===== src/rtl/rbs_pkg.sv =====
package rbs_pkg;
  localparam int F1_W = 4;
  localparam logic [F1_W-1:0] F1_EMU_BANK  = 4'o15;
  localparam logic [F1_W-1:0] F1_TASK_BANK = 4'o13;

  typedef struct packed {
    logic load;
    logic rst_mode;
  } f1_act_t;
endpackage


===== src/rtl/rbs_decode.sv =====
module rbs_decode
  import rbs_pkg::*;
#(
  parameter int NUM_TASKS = 16,
  parameter int EMU_TASK = 0,
  parameter logic [NUM_TASKS-1:0] RAM_TASK_MASK = '1,
  parameter bit EXT_RAM = 1'b1,
  localparam int TASK_W = $clog2(NUM_TASKS)
) (
  input  logic [TASK_W-1:0] task_i,
  input  logic [F1_W-1:0]   f1_i,
  input  logic              strobe_i,
  output f1_act_t           act_o
);
  logic is_ram, is_emu;
  assign is_ram = RAM_TASK_MASK[task_i];
  assign is_emu = (task_i == TASK_W'(EMU_TASK));

  generate
    if (EXT_RAM) begin : g_ext
      always_comb begin
        act_o.load = strobe_i && is_ram &&
                     ((is_emu && f1_i == F1_EMU_BANK) ||
                      (!is_emu && f1_i == F1_TASK_BANK));
        act_o.rst_mode = strobe_i && is_ram && is_emu && f1_i == F1_TASK_BANK;
      end
    end else begin : g_base
      always_comb begin
        act_o.load     = 1'b0;
        act_o.rst_mode = strobe_i && is_ram && f1_i == F1_TASK_BANK;
      end
    end
  endgenerate
endmodule


===== src/rtl/rbs_store.sv =====
module rbs_store #(
  parameter int NUM_TASKS = 16,
  parameter int BANK_W = 3,
  parameter logic [NUM_TASKS-1:0] RAM_TASK_MASK = '1,
  localparam int TASK_W = $clog2(NUM_TASKS)
) (
  input  logic                              clk_i,
  input  logic                              rst_ni,
  input  logic                              load_i,
  input  logic [TASK_W-1:0]                 task_i,
  input  logic [BANK_W-1:0]                 data_i,
  output logic [NUM_TASKS-1:0][BANK_W-1:0]  bank_o
);
  for (genvar g = 0; g < NUM_TASKS; g++) begin : g_task
    if (RAM_TASK_MASK[g]) begin : g_ram
      logic [BANK_W-1:0] bank_q;
      always_ff @(posedge clk_i or negedge rst_ni) begin
        if (!rst_ni) bank_q <= '0;
        else if (load_i && task_i == TASK_W'(g)) bank_q <= data_i;
      end
      assign bank_o[g] = bank_q;
    end else begin : g_fixed
      assign bank_o[g] = '0;
    end
  end
endmodule


===== src/rtl/rbs_addr.sv =====
module rbs_addr #(
  parameter int NUM_TASKS = 16,
  parameter int BANK_W = 3,
  parameter int IDX_W = 5,
  localparam int TASK_W = $clog2(NUM_TASKS)
) (
  input  logic [NUM_TASKS-1:0][BANK_W-1:0] bank_i,
  input  logic [TASK_W-1:0]                task_i,
  input  logic [IDX_W-1:0]                 reg_idx_i,
  output logic [BANK_W-1:0]                bank_o,
  output logic [BANK_W+IDX_W-1:0]          rf_addr_o
);
  assign bank_o    = bank_i[task_i];
  assign rf_addr_o = {bank_o, reg_idx_i};
endmodule


===== src/rtl/reg_bank_sel.sv =====
module reg_bank_sel
  import rbs_pkg::*;
#(
  parameter int NUM_TASKS = 16,
  parameter int BANK_W = 3,
  parameter int IDX_W = 5,
  parameter int EMU_TASK = 0,
  parameter logic [NUM_TASKS-1:0] RAM_TASK_MASK = 16'h00FF,
  parameter bit EXT_RAM = 1'b1,
  localparam int TASK_W = $clog2(NUM_TASKS)
) (
  input  logic                    clk_i,
  input  logic                    rst_ni,
  input  logic [TASK_W-1:0]       task_i,
  input  logic [F1_W-1:0]         f1_i,
  input  logic                    strobe_i,
  input  logic [BANK_W-1:0]       data_i,
  input  logic [IDX_W-1:0]        reg_idx_i,
  output logic [BANK_W-1:0]       bank_o,
  output logic [BANK_W+IDX_W-1:0] rf_addr_o,
  output logic                    rst_mode_o
);
  f1_act_t act;
  logic [NUM_TASKS-1:0][BANK_W-1:0] banks;

  rbs_decode #(
    .NUM_TASKS(NUM_TASKS), .EMU_TASK(EMU_TASK),
    .RAM_TASK_MASK(RAM_TASK_MASK), .EXT_RAM(EXT_RAM)
  ) u_decode (
    .task_i(task_i), .f1_i(f1_i), .strobe_i(strobe_i), .act_o(act)
  );

  rbs_store #(
    .NUM_TASKS(NUM_TASKS), .BANK_W(BANK_W), .RAM_TASK_MASK(RAM_TASK_MASK)
  ) u_store (
    .clk_i(clk_i), .rst_ni(rst_ni), .load_i(act.load),
    .task_i(task_i), .data_i(data_i), .bank_o(banks)
  );

  rbs_addr #(
    .NUM_TASKS(NUM_TASKS), .BANK_W(BANK_W), .IDX_W(IDX_W)
  ) u_addr (
    .bank_i(banks), .task_i(task_i), .reg_idx_i(reg_idx_i),
    .bank_o(bank_o), .rf_addr_o(rf_addr_o)
  );

  assign rst_mode_o = act.rst_mode;
endmodule


===== config.mk =====
export PLATFORM = sky130hd
export DESIGN_NAME = reg_bank_sel
export DESIGN_NICKNAME = d
export VERILOG_FILES = /design/src/rtl/rbs_pkg.sv /design/src/rtl/rbs_decode.sv /design/src/rtl/rbs_store.sv /design/src/rtl/rbs_addr.sv /design/src/rtl/reg_bank_sel.sv
export SDC_FILE = /design/constraint.sdc
export NUM_CORES = 1
export LEC_CHECK = 0
export ABC_AREA = 1
export BUFFER_PORTS_ARGS = -buffer_cell sky130_fd_sc_hd__buf_2
export CORE_MARGIN = 5
export CORE_UTILIZATION = 50
export CTS_BUF_LIST = sky130_fd_sc_hd__clkbuf_4
export CTS_CLUSTER_DIAMETER = 80
export DETAILED_ROUTE_END_ITERATION = 10
export GPL_TIMING_DRIVEN = 0
export PLACE_DENSITY_LB_ADDON = 0.25
export SLEW_MARGIN = 5
export SYNTH_ARGS = -nofsm -noshare
export SYNTH_HDL_FRONTEND = slang
export SYNTH_SLANG_ARGS = --single-unit

===== constraint.sdc =====
create_clock -name clk_i -period 1.1 [get_ports clk_i]
set_clock_uncertainty 0.1 [all_clocks]
set_input_delay 0.165 -clock clk_i [delete_from_list [all_inputs] [get_ports clk_i]]
set_output_delay 0.165 -clock clk_i [all_outputs]
set_load 0.005 [all_outputs]

# After elaboration in Yosys (flattened, before gate mapping)
# Memory sizes are Yosys's and may differ from the RTL's.
# Cells that the tools add are included.
# classes
reduce_logical	17
magnitude_cmp	1
mux	3
n_eq_ne	9
# op_table
operator	count
== test 4 x 3 -> 1 bit, second input constant	4
logical AND 1 bit	14
binary-select mux 3 bit (select 4 bit)	1
== test 4 x 2 -> 1 bit, second input constant	2
== test 4 bit, second input constant	2
less-than comparator 4 x 5 -> 1 bit, second input constant	1
== test 4 x 1 -> 1 bit, second input constant	1
logical NOT 4 bit	1
two-way mux 3 bit	1
logical NOT 1 bit	1
logical OR 1 bit	1
two-way mux 1 bit	1
# totals
out_inout_bits	12
romBits	16
input_bits	19
n_memories	1
word_cells	39
reg_bits	24
# mem_list
memory	words	width	read_ports	rd_ports_with_merged_regs	write_ports	line_no	source
(no name shown)	16	1	1	0	0	rbs_decode.sv:16	assign is_ram = RAM_TASK_MASK[task_i];

# Depth between registers and ports, before layout
# logic_depth
depth_word	6
mapped_depth	8

# Cells and area by module
# A second synthesis with hierarchy kept.
# hier_totals
cells_unflattened	327
area_unflattened_um2	2038.2
# modules_own_cells
module	n_inst	seq_area_each_um2	cells_each	area_each_um2
rbs_store	1	600.6	158	1286.2
rbs_addr	1	0.0	154	688.2
rbs_decode	1	0.0	15	63.8

# Worst setup path before layout
# No wires, ideal clock.
# synth_path
path_type	register -> output
from	register u_store.g_task[4].g_ram.bank_q[0]
to	output rf_addr_o[5]
arrival_ps	839
n_path_buf	1
path_stages_with_launch	6
slack_ps	-4
cell_sequence	dfrtp_1 > a22oi_1 > nand2_1 > nand2_1 > nand2_1 > buf_4
# synth_via
elab_chain_len	2
# synth_lines
item	line_no	source
from (decl)	rbs_store.sv:16	logic [BANK_W-1:0] bank_q;
from (signal assigned)	rbs_store.sv:19	else if (load_i && task_i == TASK_W'(g)) bank_q <= data_i;
binary-select mux 3 bit (select 4 bit)	rbs_addr.sv:13	assign bank_o = bank_i[task_i];
two-way mux 3 bit (implied by the code)	rbs_addr.sv:13	
to (decl)	reg_bank_sel.sv:20	output logic [BANK_W+IDX_W-1:0] rf_addr_o,
# No other way between the ends. The select of a mux whose other input is x is not followed.

# Final worst setup path
# layout_path
from	register u_store.g_task[0].g_ram.bank_q[0]
to	output rf_addr_o[5]
# layout_via
elab_chain_len	2
# layout_lines
item	line_no
from (decl)	rbs_store.sv:16
from (signal assigned)	rbs_store.sv:19
binary-select mux 3 bit (select 4 bit)	rbs_addr.sv:13
two-way mux 3 bit (implied by the code)	rbs_addr.sv:13
# No other way between the ends. The select of a mux whose other input is x is not followed.

==> results.toml <==
[die]
die_x_um = 63.7
dieArea_um2 = 4060
ioPinCount = 31
initial_utilization_pct = 52.4
die_h_um = 63.7
rows = 19
core_um2 = 2760

[synthesis]
synth-simple-area-share_pct = 41.0
synth_compound_area_share_pct = 6.24
ys_warn_count = 0
synth-seq-cells = 24
syn-num-nets = 206
synth.distinct_cells = 16
syn_inst = 187
synthMuxAreaShare_pct = 0
synth-xor-area-share_pct = 0
syn_avg_cell_area_um2 = 7.72
mappedNetlistArea_um2 = 1440
synth-seq-area-share_pct = 41.6
synth_top_family_by_area = "simple AND/OR/NAND/NOR gates"
synth_fa_ha_area_share_pct = 0

[critical_path]
critPathArrivalTime_ps = 1370
crit_slowest_cell = "dfrtp_1"
cpPeakStageDelay_ps = 420
worst-setup-path-type = "register to output pin"
startpoint_type = "register"
crit_buf_inv = 2
reg2reg_to = "u_store.g_task[0].g_ram.bank_q[1]"
endpoint_kind = "output pin"
r2r.worst_path.cells = 3
r2r_start = "u_store.g_task[0].g_ram.bank_q[1]"
path_cells = "a22oi_2, nand2_1, nand2_1, nand2_2, buf_6, buf_6"
worst_ep_required_time_ps = 830
path_delay_family = "flip-flops"
r2r_slack_ps = 250
cp_max_fo = 2

[routing]
wire_per_inst_um = 15.4
drc = 0
viasPerCell = 5.78
num_vias = 1444
wl_um = 3850
first_pass_iters = 4
ant_nets = 0
drt_iter0_markers = 80

[power_and_ir_drop]
leakage_nw = 0.982
p_total_mw = 1.75
p_per_area_nw_per_um2 = 958
peakVddDrop_mv = 0.896

[finish]
largestRegisters = "u_store.g_task.g_ram.bank_q (24)"
final_area_um2 = 1830
diodes = 0
fill_cells = 228
layout.nets = 240
multiInputGateArea_um2 = 772
fin_util_pct = 66.4
largest_reg_flops = 24
largest_register = "u_store.g_task.g_ram.bank_q"
drive_above_1_share_pct = 32.4
seq_area_um2 = 601
area_growth_pct = 26.9

[place]
dpl.hpwl_um = 2720
io_buffers = 22
place_area_um2 = 1590
gp_congestion = 0.840

[worst_hold_path]
hold_path_depth = 3
hold_class = "input port to register"
hold_path.startpoint = "data_i[2]"
hold_end = "u_store.g_task[7].g_ram.bank_q[2]"

[sta]
tns_ps = -2970
rsz0062_at_grt = "true"
slew_headroom_pct = 65.6
min_period_ps = 1630
drv_slew = 0
max_freq_mhz = 612
whs_ps = 104
finalCritPeriodShare_pct = 149
worst_slack_ps = -534
tightest_slew_ps = 516
final-setup-viol-count = 7
hold_viol = 0

[clock_tree]
cts_max_level = 1
clock_sinks = 24
insertion_delay_ps = 310
clock-root-buffer = "clkbuf_4"
cts_tree = "done"
numCtsBuffers = 3
max-clock-path-buffers = 2
clk_pin_slew_ps = 120

[outcome]
failed_checks = "setup timing"
outcome = "finished, violations left"

[global_routing]
track_usage_pct = 18.5
antenna_found_initial = 0
grt_pass1_vias = 1329
grt_first_pass_wirelength_um = 6120
grt_max_degree = 25
grt_overflow_total = 0

[run]
drv_cap = 0
[worst reg2reg max path: cells and delay by family, from the launching register on]
family	cells	cell delay [ps]
flip-flops	1	420
AND/OR/NAND/NOR	2	90
buffers and inverters	1	140
[stage by stage]
step | cells | setup WS (ps)
after detailed placement | 240 | -380
final | 250 | -534
after floorplan | 187 | 0.587
after global routing | 250 | -614
after global placement | 240 | -362
after CTS | 245 | -530
[power by group]
part	internal, mW	leakage (nW)	switching (mW)	total [mW]
Clock	0.128	0.0138	0.251	0.380
Sequential	0.940	0.329	0.0443	0.984
Combinational	0.170	0.639	0.221	0.391
Total	1.24	0.982	0.517	1.75
[worst max path at each step]
stage / start / endpoint / slack (ps) / cells after the start
floorplan: u_store.g_task[7].g_ram.bank_q[0] / rf_addr_o[5] / 0.6 / 5
global placement: task_i[0] / rf_addr_o[7] / -360 / 10
detailed placement: task_i[0] / rf_addr_o[7] / -380 / 10
CTS: u_store.g_task[4].g_ram.bank_q[0] / rf_addr_o[5] / -530 / 6
global route: u_store.g_task[0].g_ram.bank_q[0] / rf_addr_o[5] / -610 / 6
finish: u_store.g_task[0].g_ram.bank_q[0] / rf_addr_o[5] / -530 / 6
[cell usage in the layout, fill, tap and decap left out, types with 5 or more instances in the layout]
cell type,instances
buf_2,16
a22oi_2,10
inv_1,11
buf_4,8
dfrtp_1,24
nor2_1,8
nor2_4,5
nand2_1,70
nand4_1,29
buf_6,15
[routing by layer]
metal | global-route usage [%] | vias up | part of all wire, %
li1 | - | 686 | -
met1 | 25.8 | 661 | 42
met5 | 0 | - | 0
met2 | 28.7 | 86 | 46
met4 | 7.01 | 0 | 2.5
met3 | 3.50 | 11 | 9.5
[logic make-up (layout without fill, tap and decap cells)]
| family | Yosys count | count (layout) |
|---|---|---|
| AO/OA/AOI/OAI | 12 | 12 |
| buffers and inverters | 28 | 60 |
| flip-flops | 24 | 24 |
| AND/OR/NAND/NOR | 123 | 123 |
[Yosys cell counts]
master	instances	area, um^2
dfrtp_1	24	601
nand3_1	3	15.0
nand2_1	73	274
clkbuf_2	3	15.0
inv_1	11	41.3
inv_2	2	7.51
nor2_1	8	30.0
nand2_2	1	6.26
nand2_4	2	22.5
nor2_2	2	12.5
nand4_1	29	181
nor3_1	1	5.00
buf_6	2	22.5
buf_4	10	75.1
a22oi_1	12	90.1
nor2_4	4	45.0
[cell type report]
class / count / share of cell area, %
Timing Repair Buffer: 29 / 11.9
Clock buffer: 3 / 1.23
Tap cell: 31 / 2.12
Buffer: 15 / 7.17
Multi-Input combinational cell: 135 / 42.1
Inverter: 13 / 2.66
Sequential cell: 24 / 32.8
[what timing repair did]
| action | CTS | global route |
|---|---|---|
| hold endpoints to repair | 24 | 0 |
| resized for setup | 17 | 20 |
| pin swaps | 9 | 19 |
| hold buffers | 1 | 0 |
| buffers inserted | 1 | 3 |
| cloned | 0 | 2 |
| setup endpoints to repair | 7 | 14 |
(Power assumes the default switching activity.)
